## config.mk

```make
export PLATFORM = sky130hd
export DESIGN_NAME = pin_change_irq
export DESIGN_NICKNAME = d
export VERILOG_FILES = /design/src/rtl/pin_change_pkg.sv /design/src/rtl/pin_change_sync.sv /design/src/rtl/pin_change_detect.sv /design/src/rtl/pin_change_regs.sv /design/src/rtl/pin_change_irq.sv
export SDC_FILE = /design/constraint.sdc
export NUM_CORES = 1
export LEC_CHECK = 0
export BUFFER_PORTS_ARGS = -buffer_cell sky130_fd_sc_hd__buf_2
export CORE_ASPECT_RATIO = 0.7
export CORE_MARGIN = 2
export CORE_UTILIZATION = 45
export CTS_BUF_LIST = sky130_fd_sc_hd__clkbuf_4
export DETAILED_ROUTE_END_ITERATION = 7
export SYNTH_ARGS = -nofsm -noshare
export SYNTH_HDL_FRONTEND = slang
export SYNTH_SLANG_ARGS = --single-unit
```

## constraint.sdc

```tcl
create_clock -name clk_i -period 2.2 [get_ports clk_i]
set_input_delay 0.11 -clock clk_i [delete_from_list [all_inputs] [get_ports clk_i]]
set_output_delay 0.11 -clock clk_i [all_outputs]
set_load 0.03 [all_outputs]
```

## src/rtl/pin_change_pkg.sv

```systemverilog
package pin_change_pkg;
  localparam int unsigned REG_IEN  = 0;
  localparam int unsigned REG_REF  = 1;
  localparam int unsigned REG_MODE = 2;
  localparam int unsigned REG_FLAG = 3;
  localparam int unsigned REG_SNAP = 4;
  localparam int unsigned REG_PORT = 5;
endpackage

```

## src/rtl/pin_change_sync.sv

```systemverilog
module pin_change_sync #(
  parameter int unsigned N = 8
) (
  input  logic         clk_i,
  input  logic         rst_ni,
  input  logic [N-1:0] pin_i,
  output logic [N-1:0] pin_s_o
);
  for (genvar g = 0; g < N; g++) begin : g_sync
    logic s1_q, s2_q;
    always_ff @(posedge clk_i or negedge rst_ni) begin
      if (!rst_ni) begin
        s1_q <= 1'b0;
        s2_q <= 1'b0;
      end else begin
        s1_q <= pin_i[g];
        s2_q <= s1_q;
      end
    end
    assign pin_s_o[g] = s2_q;
  end
endmodule

```

## src/rtl/pin_change_detect.sv

```systemverilog
module pin_change_detect #(
  parameter int unsigned N = 8
) (
  input  logic         clk_i,
  input  logic         rst_ni,
  input  logic [N-1:0] pin_s_i,
  input  logic [N-1:0] ien_i,
  input  logic [N-1:0] ref_i,
  input  logic [N-1:0] mode_i,
  output logic [N-1:0] evt_o
);
  logic [N-1:0] prev_q;

  always_ff @(posedge clk_i or negedge rst_ni) begin
    if (!rst_ni) prev_q <= '0;
    else         prev_q <= pin_s_i;
  end

  for (genvar g = 0; g < N; g++) begin : g_cmp
    logic diff;
    // mode 1: compare to reference, mode 0: compare to last cycle
    assign diff     = mode_i[g] ? (pin_s_i[g] ^ ref_i[g]) : (pin_s_i[g] ^ prev_q[g]);
    assign evt_o[g] = ien_i[g] & diff;
  end
endmodule

```

## src/rtl/pin_change_regs.sv

```systemverilog
module pin_change_regs
  import pin_change_pkg::*;
#(
  parameter int unsigned N      = 8,
  parameter int unsigned ADDR_W = 3
) (
  input  logic              clk_i,
  input  logic              rst_ni,
  input  logic              we_i,
  input  logic              re_i,
  input  logic [ADDR_W-1:0] addr_i,
  input  logic [N-1:0]      wdata_i,
  input  logic [N-1:0]      pin_s_i,
  input  logic [N-1:0]      evt_i,
  output logic [N-1:0]      rdata_o,
  output logic [N-1:0]      ien_o,
  output logic [N-1:0]      ref_o,
  output logic [N-1:0]      mode_o,
  output logic [N-1:0]      flag_o,
  output logic [N-1:0]      snap_o,
  output logic              clr_o
);
  localparam logic [ADDR_W-1:0] A_IEN  = ADDR_W'(REG_IEN);
  localparam logic [ADDR_W-1:0] A_REF  = ADDR_W'(REG_REF);
  localparam logic [ADDR_W-1:0] A_MODE = ADDR_W'(REG_MODE);
  localparam logic [ADDR_W-1:0] A_FLAG = ADDR_W'(REG_FLAG);
  localparam logic [ADDR_W-1:0] A_SNAP = ADDR_W'(REG_SNAP);
  localparam logic [ADDR_W-1:0] A_PORT = ADDR_W'(REG_PORT);

  logic [N-1:0] ien_q, ref_q, mode_q, flag_q, snap_q, flag_d;
  logic         pending, clr, cap;

  assign pending = |flag_q;
  assign clr     = re_i & ((addr_i == A_SNAP) | (addr_i == A_PORT));
  // events in the clearing cycle survive and may reload the snapshot
  assign flag_d  = (clr ? '0 : flag_q) | evt_i;
  assign cap     = (|evt_i) & (clr | ~pending);

  always_ff @(posedge clk_i or negedge rst_ni) begin
    if (!rst_ni) begin
      ien_q  <= '0;
      ref_q  <= '0;
      mode_q <= '0;
      flag_q <= '0;
      snap_q <= '0;
    end else begin
      if (we_i) begin
        case (addr_i)
          A_IEN:   ien_q  <= wdata_i;
          A_REF:   ref_q  <= wdata_i;
          A_MODE:  mode_q <= wdata_i;
          default: ;
        endcase
      end
      flag_q <= flag_d;
      if (cap) snap_q <= pin_s_i;
    end
  end

  always_comb begin
    case (addr_i)
      A_IEN:   rdata_o = ien_q;
      A_REF:   rdata_o = ref_q;
      A_MODE:  rdata_o = mode_q;
      A_FLAG:  rdata_o = flag_q;
      A_SNAP:  rdata_o = snap_q;
      A_PORT:  rdata_o = pin_s_i;
      default: rdata_o = '0;
    endcase
  end

  assign ien_o  = ien_q;
  assign ref_o  = ref_q;
  assign mode_o = mode_q;
  assign flag_o = flag_q;
  assign snap_o = snap_q;
  assign clr_o  = clr;
endmodule

```

## src/rtl/pin_change_irq.sv

```systemverilog
module pin_change_irq #(
  parameter int unsigned N      = 8,
  parameter int unsigned ADDR_W = 3
) (
  input  logic              clk_i,
  input  logic              rst_ni,
  input  logic [N-1:0]      pin_i,
  input  logic              reg_we_i,
  input  logic              reg_re_i,
  input  logic [ADDR_W-1:0] reg_addr_i,
  input  logic [N-1:0]      reg_wdata_i,
  output logic [N-1:0]      reg_rdata_o,
  output logic              irq_no
);
  logic [N-1:0] pin_s, evt, ien_q, ref_q, mode_q, flag_q, snap_q;
  logic         clr;

  pin_change_sync #(.N(N)) u_sync (
    .clk_i   (clk_i),
    .rst_ni  (rst_ni),
    .pin_i   (pin_i),
    .pin_s_o (pin_s)
  );

  pin_change_detect #(.N(N)) u_detect (
    .clk_i   (clk_i),
    .rst_ni  (rst_ni),
    .pin_s_i (pin_s),
    .ien_i   (ien_q),
    .ref_i   (ref_q),
    .mode_i  (mode_q),
    .evt_o   (evt)
  );

  pin_change_regs #(.N(N), .ADDR_W(ADDR_W)) u_regs (
    .clk_i   (clk_i),
    .rst_ni  (rst_ni),
    .we_i    (reg_we_i),
    .re_i    (reg_re_i),
    .addr_i  (reg_addr_i),
    .wdata_i (reg_wdata_i),
    .pin_s_i (pin_s),
    .evt_i   (evt),
    .rdata_o (reg_rdata_o),
    .ien_o   (ien_q),
    .ref_o   (ref_q),
    .mode_o  (mode_q),
    .flag_o  (flag_q),
    .snap_o  (snap_q),
    .clr_o   (clr)
  );

  assign irq_no = ~(|flag_q);
endmodule

```

==> flow_summary.json <==
{
  "insertion_delay_ns": 0.40,
  "drt-total-wl_mm": 5.626,
  "ys_ff_latch": 64,
  "n_antenna_cell": 0,
  "hold_viol_final": 0,
  "fillCellCount": 482,
  "synth_top_family_by_area": "multiplexers",
  "pwr-share-seq_pct": 55.6,
  "cts_inserted_buffers": 9,
  "setup-tns-final_ns": 0,
  "drive_gt1_share_pct": 37.40,
  "die_w_um": 97.21,
  "final_max_slew_viol_count": 0,
  "postSynthAreaPerCell_um2": 14.11,
  "dieArea_mm2": 0.006730,
  "cp_num_cells": 5,
  "seq_area_frac_synth_pct": 58.53,
  "p_sw_mw": 0.8792,
  "grt_overflow": 0,
  "num_vias": 1799,
  "p_leak_nw": 1.436,
  "worst_ep_required_time_ns": 2.48,
  "swShare_pct": 30.26,
  "ant_nets": 0,
  "drt-wirelength-per-cell_um": 17.10,
  "synth_cells": 194,
  "placed_cells": 299,
  "finalCritPeriodShare_pct": 92.45,
  "fp.dieH_um": 69.24,
  "via_per_inst": 5.468,
  "multi_input_area_mm2": 0.001104,
  "crit_type": "reg2reg",
  "fin_skew_ns": 0.01026,
  "crit_path_start_kind": "flop",
  "mappedNetlistNets": 217,
  "grt_max_degree": 65,
  "io_pins": 32,
  "cts_resized": 0,
  "synth_cell_types": 31,
  "first_pass_iters": 4,
  "r2r-start": "u_regs.flag_o[3]$_DFF_PN0_",
  "grt_use_total_pct": 18.74,
  "cap_violations": 0,
  "hold_start": "reg_re_i",
  "h-tree-depth": 3,
  "core_area_mm2": 0.005784,
  "vdd_ir_drop_max_mv": 0.4716,
  "period_needed_ns": 2.034,
  "p_int_mw": 2.027,
  "arrival_ns": 2.32,
  "route.detailed.drc": 0,
  "netlist_area_mm2": 0.002736,
  "status": "finished, final reports clean",
  "r2r_slack_ns": 0.17,
  "critPathBufInv": 0,
  "end_kind": "flop",
  "synth_xor_area_share_pct": 2.561,
  "cts_setup_buffers": 0,
  "nets": 275,
  "finalSetupViolCount": 0,
  "ff2ff_path_depth": 5,
  "p_per_area_mw_per_mm2": 886.1,
  "critPathTopFamily": "simple AND/OR/NAND/NOR gates",
  "synth_fa_ha_area_share_pct": 0,
  "synthMuxAreaShare_pct": 22.27,
  "antenna_found_initial": 0,
  "crit_end": "u_regs.snap_o[6]$_DFFE_PN0P_",
  "worstMarginPinSlew_ns": 0.7705,
  "mostFrequentLayoutCell": "dfrtp_1",
  "synth_area_leaders": "dfrtp_1, mux2_2, mux2i_1",
  "cts.path.max_buffers": 2,
  "synthSimpleGateAreaFrac_pct": 5.304,
  "synth_compound_area_share_pct": 9.739,
  "fmax_ghz": 0.4916,
  "dr.first_iter.drc_count": 63,
  "regArea_mm2": 0.001602,
  "r2r_end": "u_regs.snap_o[6]$_DFFE_PN0P_",
  "grt_pass1_vias": 1881,
  "crit_chain": "or4_1 -> nor2_2 -> a21oi_2 -> a41oi_4 -> mux2_2",
  "hold_buffers": 17,
  "synth_top_cell_area_share_pct": 58.53,
  "cts_root_buf": "clkbuf_4",
  "final_cells": 329,
  "io_buffers": 31,
  "cpMaxStageDelayCell": "or4_1",
  "mostFrequentLayoutCells": "dfrtp_1, mux2_2, buf_2",
  "yosys.area.top_type": "dfrtp_1",
  "cts_sinks": 64,
  "cts_tree": "done",
  "pwr-share-clk_pct": 20.1,
  "area_delta_synth_final_pct": 19.84,
  "gp_congestion": 0.7757,
  "max_slew_margin_pct": 48.63,
  "slowest_delay_ns": 0.54,
  "grt_pass1_wl_mm": 9.618,
  "power_frac_comb_pct": 24.3,
  "initial_core_util_pct": 47.31,
  "hold_class": "in2reg",
  "rsz0062_at_grt": "no",
  "ys_warn_count": 0,
  "rows": 23,
  "place.detailed.hpwl_mm": 3.980,
  "startpoint": "u_regs.flag_o[3]$_DFF_PN0_",
  "crit_fanout": 8,
  "clk_pin_slew_worst_paths_ns": 0.09
}
==> stage by stage <==
step / utilization [%] / hold slack (ns) / setup WS [ns] / power (mW) / area, um2
after floorplan: - / -0.1856 / 0.1030 / 2.108 / 2736
after global placement: 52.24 / 0.2175 / 0.2385 / 2.293 / 3022
final: 56.69 / 0.3046 / 0.1660 / 2.906 / 3279
after CTS: 56.69 / 0.2797 / 0.1729 / 2.939 / 3279
after detailed placement: 52.24 / 0.2193 / 0.1908 / 2.326 / 3022
after global routing: 56.69 / 0.3069 / 0.06560 / 3.084 / 3279
==> worst min path at each step <==
stage	depth (start not counted)	to
after floorplan	0	u_detect.prev_q[0]$_DFF_PN0_
after global placement	1	u_sync.g_sync[4].s1_q$_DFF_PN0_
after detailed placement	1	u_sync.g_sync[6].s1_q$_DFF_PN0_
after CTS	3	u_regs.flag_o[6]$_DFF_PN0_
after global routing	3	u_regs.flag_o[6]$_DFF_PN0_
final	3	u_regs.flag_o[6]$_DFF_PN0_
==> kinds of logic (layout without fill, tap and decap cells) <==
| logic type | Yosys count | after routing |
|---|---|---|
| AOI/OAI and AO/OA | 34 | 34 |
| buffers and inverters | 11 | 71 |
| xor gates and xnor gates | 8 | 8 |
| DFF | 64 | 64 |
| and+or+nand+nor | 23 | 23 |
| muxes | 54 | 54 |
==> cells in the mapped netlist <==
master / number
a21oi_2: 1
nor3b_1: 1
a21oi_1: 6
nor4b_2: 1
nor2_2: 1
inv_1: 2
mux4_2: 2
a22oi_1: 8
nand2_1: 3
a22o_2: 1
a31oi_1: 1
mux2i_1: 17
and3b_1: 1
buf_2: 2
nor2b_1: 3
nand2b_1: 1
clkbuf_1: 7
or4_1: 2
and2b_2: 1
a211oi_1: 1
mux2_2: 35
a41oi_4: 1
o21ai_0: 2
o221ai_1: 2
a22o_1: 8
nor2_1: 6
nor4bb_1: 2
nor3_1: 1
xnor2_1: 8
o22ai_1: 3
dfrtp_1: 64
==> registers in the layout, indices dropped and copies added, names as in the netlist <==
signal / flops
u_regs.ien_o: 8
u_regs.flag_o: 8
u_detect.prev_q: 8
u_regs.snap_o: 8
u_regs.ref_o: 8
u_sync.g_sync.s1_q: 8
u_regs.mode_o: 8
u_sync.g_sync.s2_q: 8
==> area by class of cell <==
type                       instances  area share (%)
sequential                        64           48.84
multi-input combinational        119           33.65
timing repair buffer              56           11.75
tap                               75           2.861
clock buffer                      10           2.289
clock inverter                     3          0.3815
inverter                           2          0.2289
==> power by group through the flow <==
stage	clock network (mW)	logic [mW]	registers, mW
after floorplan	0	0.537	1.57
after global placement	0	0.670	1.62
after detailed placement	0	0.688	1.64
after CTS	0.610	0.715	1.61
after global routing	0.665	0.770	1.65
final	0.583	0.707	1.62
==> routing by layer <==
| metal | vias up | GRT usage (%) | part of all wire, % | wire [um] |
|---|---|---|---|---|
| met5 | - | 0 | 0 | 0 |
| met2 | 35 | 29.32 | 47 | 2627 |
| met4 | 0 | 6.729 | 1.5 | 82 |
| met1 | 918 | 25.13 | 47 | 2629 |
| li1 | 838 | - | - | - |
| met3 | 8 | 5.544 | 5.1 | 286 |
==> tightest hold or removal path, stage by stage <==
cell	delay [ns]
buf_2	0.12
nand2_1	0.26
a22o_1	0.19
No activity file was read; power rests on OpenSTA's default activity.
